$ cat src/rtl/fbs_pkg.sv
package fbs_pkg;

   typedef enum logic [1:0] {
      FK_PROG  = 2'd0,
      FK_UPPER = 2'd1,
      FK_LOWER = 2'd2
   } field_kind_e;

   typedef enum logic [1:0] {
      VF_525    = 2'd0,
      VF_625    = 2'd1,
      VF_625_60 = 2'd2,
      VF_DEBUG  = 2'd3
   } vid_fmt_e;

   localparam int NUM_FMT = 4;

endpackage

$ cat src/rtl/fbs_fmt_sel.sv
module fbs_fmt_sel
   import fbs_pkg::*;
#(
   parameter int LINE_W     = 11,
   parameter int NTSC_LINES = 525,
   parameter int NTSC_UPPER = 21,
   parameter int NTSC_LOWER = 284,
   parameter int PAL_LINES  = 625,
   parameter int PAL_UPPER  = 23,
   parameter int PAL_LOWER  = 336
) (
   input  logic [1:0]        vid_fmt,
   input  logic              prog_mode,
   output logic [LINE_W-1:0] wrap_limit,
   output logic [LINE_W-1:0] upper_start,
   output logic [LINE_W-1:0] lower_start,
   output logic              fmt_halt
);

   logic [LINE_W-1:0] lines_tab [NUM_FMT];
   logic [LINE_W-1:0] upper_tab [NUM_FMT];
   logic [LINE_W-1:0] lower_tab [NUM_FMT];
   logic              halt_tab  [NUM_FMT];

   // one table row per format code
   for (genvar g = 0; g < NUM_FMT; g++) begin : g_row
      if (g == int'(VF_525)) begin : g_525
         assign lines_tab[g] = LINE_W'(NTSC_LINES);
         assign upper_tab[g] = LINE_W'(NTSC_UPPER);
         assign lower_tab[g] = LINE_W'(NTSC_LOWER);
         assign halt_tab[g]  = 1'b0;
      end else if (g == int'(VF_DEBUG)) begin : g_dbg
         assign lines_tab[g] = '0;
         assign upper_tab[g] = '0;
         assign lower_tab[g] = '0;
         assign halt_tab[g]  = 1'b1;
      end else begin : g_625
         assign lines_tab[g] = LINE_W'(PAL_LINES);
         assign upper_tab[g] = LINE_W'(PAL_UPPER);
         assign lower_tab[g] = LINE_W'(PAL_LOWER);
         assign halt_tab[g]  = 1'b0;
      end
   end

   logic [LINE_W-1:0] lines_sel;

   always_comb begin
      lines_sel   = lines_tab[vid_fmt];
      upper_start = upper_tab[vid_fmt];
      lower_start = lower_tab[vid_fmt];
      fmt_halt    = halt_tab[vid_fmt];
      // two fields per frame in progressive mode doubles the wrap point
      wrap_limit  = prog_mode ? (lines_sel << 1) : lines_sel;
   end

endmodule

$ cat src/rtl/fbs_boundary.sv
module fbs_boundary
   import fbs_pkg::*;
#(
   parameter int LINE_W = 11
) (
   input  logic [LINE_W-1:0] beam,
   input  logic              prog_mode,
   input  logic [LINE_W-1:0] upper_start,
   input  logic [LINE_W-1:0] lower_start,
   input  logic [LINE_W-1:0] active_lines,
   output logic              begin_hit,
   output logic              end_hit,
   output field_kind_e       hit_kind
);

   localparam int SUM_W = LINE_W + 1;

   logic [SUM_W-1:0] beam_x;
   logic [SUM_W-1:0] upper_end;
   logic [SUM_W-1:0] lower_end;
   logic             up_hit, lo_hit, first_hit;
   logic             up_end_hit, lo_end_hit;

   always_comb begin
      beam_x     = {1'b0, beam};
      upper_end  = {1'b0, upper_start} + {1'b0, active_lines};
      lower_end  = {1'b0, lower_start} + {1'b0, active_lines};
      up_hit     = (beam == upper_start);
      lo_hit     = (beam == lower_start);
      first_hit  = (beam == LINE_W'(1));
      up_end_hit = (beam_x == upper_end);
      lo_end_hit = (beam_x == lower_end);

      begin_hit  = prog_mode ? first_hit : (up_hit | lo_hit);
      end_hit    = up_end_hit | lo_end_hit;

      if (begin_hit) begin
         if (prog_mode)   hit_kind = FK_PROG;
         else if (up_hit) hit_kind = FK_UPPER;
         else             hit_kind = FK_LOWER;
      end else if (up_end_hit) begin
         hit_kind = FK_UPPER;
      end else begin
         hit_kind = FK_LOWER;
      end
   end

endmodule

$ cat src/rtl/fbs_line_ctr.sv
module fbs_line_ctr #(
   parameter int LINE_W = 11
) (
   input  logic              clk,
   input  logic              rst_n,
   input  logic              advance,
   input  logic [LINE_W-1:0] wrap_limit,
   output logic [LINE_W-1:0] beam
);

   logic [LINE_W:0] beam_inc;
   logic            past_limit;

   always_comb begin
      beam_inc   = {1'b0, beam} + {{LINE_W{1'b0}}, 1'b1};
      // strict greater-than: any position beyond the limit folds back
      past_limit = (beam_inc > {1'b0, wrap_limit});
   end

   always_ff @(posedge clk or negedge rst_n) begin
      if (!rst_n) begin
         beam <= '0;
      end else if (advance) begin
         beam <= past_limit ? LINE_W'(1) : beam_inc[LINE_W-1:0];
      end
   end

endmodule

$ cat src/rtl/field_beam_seq.sv
module field_beam_seq
   import fbs_pkg::*;
#(
   parameter int LINE_W     = 11,
   parameter int NTSC_LINES = 525,
   parameter int NTSC_UPPER = 21,
   parameter int NTSC_LOWER = 284,
   parameter int PAL_LINES  = 625,
   parameter int PAL_UPPER  = 23,
   parameter int PAL_LOWER  = 336
) (
   input  logic              clk,
   input  logic              rst_n,
   input  logic              line_tick,
   input  logic              prog_mode,
   input  logic [1:0]        vid_fmt,
   input  logic [LINE_W-1:0] active_lines,
   output logic [LINE_W-1:0] beam_line,
   output logic              field_begin,
   output logic              field_end,
   output logic [1:0]        field_kind,
   output logic              line_cmp_stb
);

   localparam int MAX_LINES = (NTSC_LINES > PAL_LINES) ? NTSC_LINES : PAL_LINES;
   localparam int MAX_LIMIT = 2 * MAX_LINES;

   // elaboration checks on the parameter set
   if (MAX_LIMIT >= (1 << LINE_W)) begin : g_bad_width
      $error("LINE_W too narrow for doubled line count");
   end
   if (NTSC_UPPER >= NTSC_LINES || NTSC_LOWER >= NTSC_LINES || NTSC_UPPER == NTSC_LOWER) begin : g_bad_525
      $error("525-line start lines out of range");
   end
   if (PAL_UPPER >= PAL_LINES || PAL_LOWER >= PAL_LINES || PAL_UPPER == PAL_LOWER) begin : g_bad_625
      $error("625-line start lines out of range");
   end

   logic [LINE_W-1:0] wrap_limit, upper_start, lower_start;
   logic              fmt_halt;
   logic              begin_hit, end_hit;
   field_kind_e       hit_kind;
   logic              take_tick;

   fbs_fmt_sel #(
      .LINE_W     (LINE_W),
      .NTSC_LINES (NTSC_LINES),
      .NTSC_UPPER (NTSC_UPPER),
      .NTSC_LOWER (NTSC_LOWER),
      .PAL_LINES  (PAL_LINES),
      .PAL_UPPER  (PAL_UPPER),
      .PAL_LOWER  (PAL_LOWER)
   ) u_fmt (
      .vid_fmt     (vid_fmt),
      .prog_mode   (prog_mode),
      .wrap_limit  (wrap_limit),
      .upper_start (upper_start),
      .lower_start (lower_start),
      .fmt_halt    (fmt_halt)
   );

   fbs_boundary #(
      .LINE_W (LINE_W)
   ) u_bnd (
      .beam         (beam_line),
      .prog_mode    (prog_mode),
      .upper_start  (upper_start),
      .lower_start  (lower_start),
      .active_lines (active_lines),
      .begin_hit    (begin_hit),
      .end_hit      (end_hit),
      .hit_kind     (hit_kind)
   );

   assign take_tick = line_tick & ~fmt_halt;

   fbs_line_ctr #(
      .LINE_W (LINE_W)
   ) u_ctr (
      .clk        (clk),
      .rst_n      (rst_n),
      .advance    (take_tick),
      .wrap_limit (wrap_limit),
      .beam       (beam_line)
   );

   field_kind_e kind_q;

   always_ff @(posedge clk or negedge rst_n) begin
      if (!rst_n) begin
         field_begin  <= 1'b0;
         field_end    <= 1'b0;
         line_cmp_stb <= 1'b0;
         kind_q       <= FK_PROG;
      end else begin
         field_begin  <= take_tick & begin_hit;
         field_end    <= take_tick & end_hit;
         line_cmp_stb <= take_tick;
         if (take_tick && (begin_hit || end_hit)) begin
            kind_q <= hit_kind;
         end
      end
   end

   assign field_kind = kind_q;

endmodule

$ cat config.mk
export PLATFORM = sky130hd
export DESIGN_NAME = field_beam_seq
export DESIGN_NICKNAME = d
export VERILOG_FILES = /design/src/rtl/fbs_pkg.sv /design/src/rtl/fbs_fmt_sel.sv /design/src/rtl/fbs_boundary.sv /design/src/rtl/fbs_line_ctr.sv /design/src/rtl/field_beam_seq.sv
export SDC_FILE = /design/constraint.sdc
export NUM_CORES = 1
export LEC_CHECK = 0
export ABC_AREA = 1
export BUFFER_PORTS_ARGS = -buffer_cell sky130_fd_sc_hd__buf_2
export CAP_MARGIN = 20
export CORE_MARGIN = 1.5
export CORE_UTILIZATION = 35
export DETAILED_ROUTE_END_ITERATION = 10
export PLACE_DENSITY_LB_ADDON = 0.12
export SYNTH_ARGS = -nofsm -noshare
export SYNTH_HDL_FRONTEND = slang
export SYNTH_HIERARCHICAL = 1
export SYNTH_SLANG_ARGS = --single-unit
$ cat constraint.sdc
create_clock -name clk -period 2.16 [get_ports clk]
set_input_delay 0.108 -clock clk [delete_from_list [all_inputs] [get_ports clk]]
set_output_delay 0.108 -clock clk [all_outputs]
set_load 0.02 [all_outputs]
==> results.toml <==
[logic_synthesis]
synth_commonest_cells = "sky130_fd_sc_hd__nand2_1, sky130_fd_sc_hd__inv_1, sky130_fd_sc_hd__nand3_1, sky130_fd_sc_hd__nor2_1, sky130_fd_sc_hd__ha_1"
synth-warning-count = 6
synth_top_cell_by_area = "sky130_fd_sc_hd__nand2_1"
yosysSeqAreaShare = 0.111
edff_count_synth = 0
synth_area_in_adders = 0.140
synth.area.mux_share = 0
most_frequent_cell_after_synthesis = "sky130_fd_sc_hd__nand2_1"
post_synth_num_cell_types = 37
postSynthCellCount = 621
synth-xor-area-share = 0.0800
synthTopCellsByArea = "sky130_fd_sc_hd__nand2_1, sky130_fd_sc_hd__ha_1, sky130_fd_sc_hd__dfrtp_1, sky130_fd_sc_hd__inv_1, sky130_fd_sc_hd__nand3_1"
synth-compound-area-share = 0.0491
post_synth.cell_area_avg_um2 = 5.79
postSynth.topFlopCell = "sky130_fd_sc_hd__dfrtp_1"
synth-async-reset-ratio = 1.00
yosys.area.top_type_share = 0.229
mappedNetlistArea_mm2 = 0.00360
dominant_combinational_cell_family_by_area_after_synthesis = "simple AND/OR/NAND/NOR gates"
ys_seq_elements = 16
synthSimpleGateAreaFrac = 0.442

[final_layout]
regArea_um2 = 408
antenna-diode-count = 0
post_route_cells_drive_above_1_share = 0.251
finish.utilization = 0.459
layout.filler_cells = 1055
multiInputGateArea_mm2 = 0.00280
fin_cells = 837
fin_nets = 761
area_growth_syn_to_layout_pct = 26.0

[placement]
instance_count_after_placement_with_tap_cells_included = 827
routabilityCongestion = 0.911
io_buffers = 32
hpwl_um = 8890

[sta]
maxClockFrequency_mhz = 440
pnr_worst_setup_slack_ns = -0.114
fin_hold_ws_ns = 0.287
hold_violations = 0
maxSlewViolCount = 0
share_of_the_cycle_needed_by_the_critical_path_after_routing = 1.05
final-setup-viol-count = 11
worst_clock_skew_ns = 0.00231
rsz_0062_raised_after_global_routing = "true"
timing.final.crit_period_ns = 2.27
fin_tns_setup_ns = -1.16

[job]
max_cap_viol_count = 0

[detailed_routing]
top_layer_used = "met4"
detail_route.drc_violations = 0
wire_length_after_detailed_routing_um = 10900
wl_per_cell_um = 13.0
routed-wl-met2_um = 5220
drtPass1Iterations = 5
antenna_violating_nets_post_route = 0
wl_met3_um = 420
dr.first_iter.drc_count = 189
wirelength_met1_um = 5050
detailroute.via_count = 3909
route.detailed.vias_per_inst = 4.67

[hold_path]
holdCritPathClass = "in -> reg"
holdPathStages = 4
worstHoldEndpoint = "line_cmp_stb"
worstHoldStart = "line_tick"

[clocking]
cts-buffers-inserted = 3
clk_latency_ns = 0.25
clk_pin_slew_ns = 0.07
root_buffer = "sky130_fd_sc_hd__clkbuf_8"
cts_max_path_buffers = 2
cts_tree = "yes"
tritoncts_num_sinks = 16
cts_max_level = 1

[floorplanning]
standard_cell_row_count = 36
die_area_mm2 = 0.0109
die_span_y_um = 104
die_width_um = 104
core_region_area_mm2 = 0.00986
top_level_pins = 33
initial_util = 0.365

[worst_setup_path]
setup.worst_path.end_class = "flip-flop"
regToRegSetupSlack_ns = -0.11
cell_depth_of_the_worst_flop_to_flop_path = 17
critPathLaunch = "u_ctr/beam[1]"
cp-start-kind = "flip-flop"
timing_worst_setup_path_type = "reg -> reg"
cp_max_fo = 11
worst_ep_required_time_ns = 2.31
timing.rr.end = "u_ctr/beam[8]"
worstReg2RegStart = "u_ctr/beam[1]"
timing.critical_path.arrival_ns = 2.42

[global_route]
globalRouteOverflowTotal = 0
number_of_antenna_violations_at_the_first_check_in_global_routing = 0
grt_max_degree = 20
vias_in_the_first_global_route = 3762
groute.usage.overall = 0.204
grt_pass1_wl_um = 18000

[pwr]
vdd_drop_max_mv = 0.414
p_per_area_mw_per_mm2 = 586
leakagePower_nw = 2.62
power_mw = 2.65

[outcome]
violations = "setup timing"
outcome = "finished with violations"
-- cells in the final DEF (no fill, tap or decap), types with 13 or more instances in the layout --
master	count
sky130_fd_sc_hd__conb_1	14
sky130_fd_sc_hd__inv_1	93
sky130_fd_sc_hd__buf_2	30
sky130_fd_sc_hd__nand3_1	43
sky130_fd_sc_hd__buf_4	64
sky130_fd_sc_hd__nand2_2	17
sky130_fd_sc_hd__ha_1	31
sky130_fd_sc_hd__nand2_1	212
sky130_fd_sc_hd__xnor2_1	13
sky130_fd_sc_hd__nor2_1	42
-- final cells by class --
| class | instances | share of cell area |
|---|---|---|
| clock buffer | 4 | 0.0122 |
| inverter | 105 | 0.0875 |
| multi-input combinational | 480 | 0.619 |
| sequential | 16 | 0.0900 |
| tap | 133 | 0.0367 |
| timing repair buffer | 99 | 0.155 |
-- timing repair --
action                     4_1_cts  5_1_grt
hold buffers                     1        0
hold endpoints to repair        16        0
gates resized for setup          5       37
buffers inserted                 4        3
pin swaps                        5       24
setup endpoints to repair       11       14
-- stage by stage --
step           area [um2]  worst slack, ns
3_5_place_dp         4270           -0.261
3_3_place_gp         4270           -0.232
2_1_floorplan        3710           -0.147
6_report             4530           -0.114
4_1_cts              4380           -0.124
5_1_grt              4530           -0.308
-- metal layers --
metal	track usage	up-vias
met4	0.0466	0
met3	0.0144	16
met5	0	-
met2	0.364	72
li1	-	2045
met1	0.265	1776
-- worst max-delay path by stage --
stage | to | slack (ns)
after global placement | field_kind[0] | -0.23
after global routing | u_ctr/beam[4] | -0.31
after detailed placement | field_kind[1] | -0.26
after CTS | u_ctr/beam[8] | -0.12
after floorplan | u_ctr/beam[2] | -0.15
final | u_ctr/beam[8] | -0.11
-- where the power goes --
group	internal, mW	total (mW)	switching (mW)
Sequential	0.363	0.427	0.0634
Clock	0.162	0.275	0.113
Combinational	0.831	1.95	1.12
Total	1.36	2.65	1.30
-- kinds of logic (layout without fill, tap and decap cells) --
family | after synthesis | count (layout)
other | 1 | 14
buffers and inverters | 138 | 208
AND/OR/NAND/NOR | 366 | 366
flip-flops | 16 | 16
XOR/XNOR | 32 | 32
adder cells (fa/ha/maj) | 39 | 39
AO/OA/AOI/OAI | 29 | 29
-- flip-flops by register name, summed over array words and instances (netlist names) --
signal	flops
field_end	1
line_cmp_stb	1
u_ctr/beam	11
field_begin	1
field_kind	2
-- worst max-delay path: stages (launching register included) --
cell and delay [ns]:
sky130_fd_sc_hd__dfrtp_2 0.44, sky130_fd_sc_hd__ha_4 0.18, sky130_fd_sc_hd__nand2_4 0.06, sky130_fd_sc_hd__nor2_4 0.12, sky130_fd_sc_hd__nand3_2 0.09, sky130_fd_sc_hd__xor2_2 0.14, sky130_fd_sc_hd__inv_1 0.06, sky130_fd_sc_hd__ha_1 0.28
sky130_fd_sc_hd__inv_1 0.05, sky130_fd_sc_hd__nor2_2 0.11, sky130_fd_sc_hd__nand2_1 0.08, sky130_fd_sc_hd__nor2_2 0.10, sky130_fd_sc_hd__nand3_1 0.07, sky130_fd_sc_hd__nand2_1 0.07, sky130_fd_sc_hd__nand2_2 0.06, sky130_fd_sc_hd__buf_12 0.14
sky130_fd_sc_hd__nand2_1 0.06, sky130_fd_sc_hd__nand2_1 0.05
No activity file was read; power rests on OpenSTA's default activity.
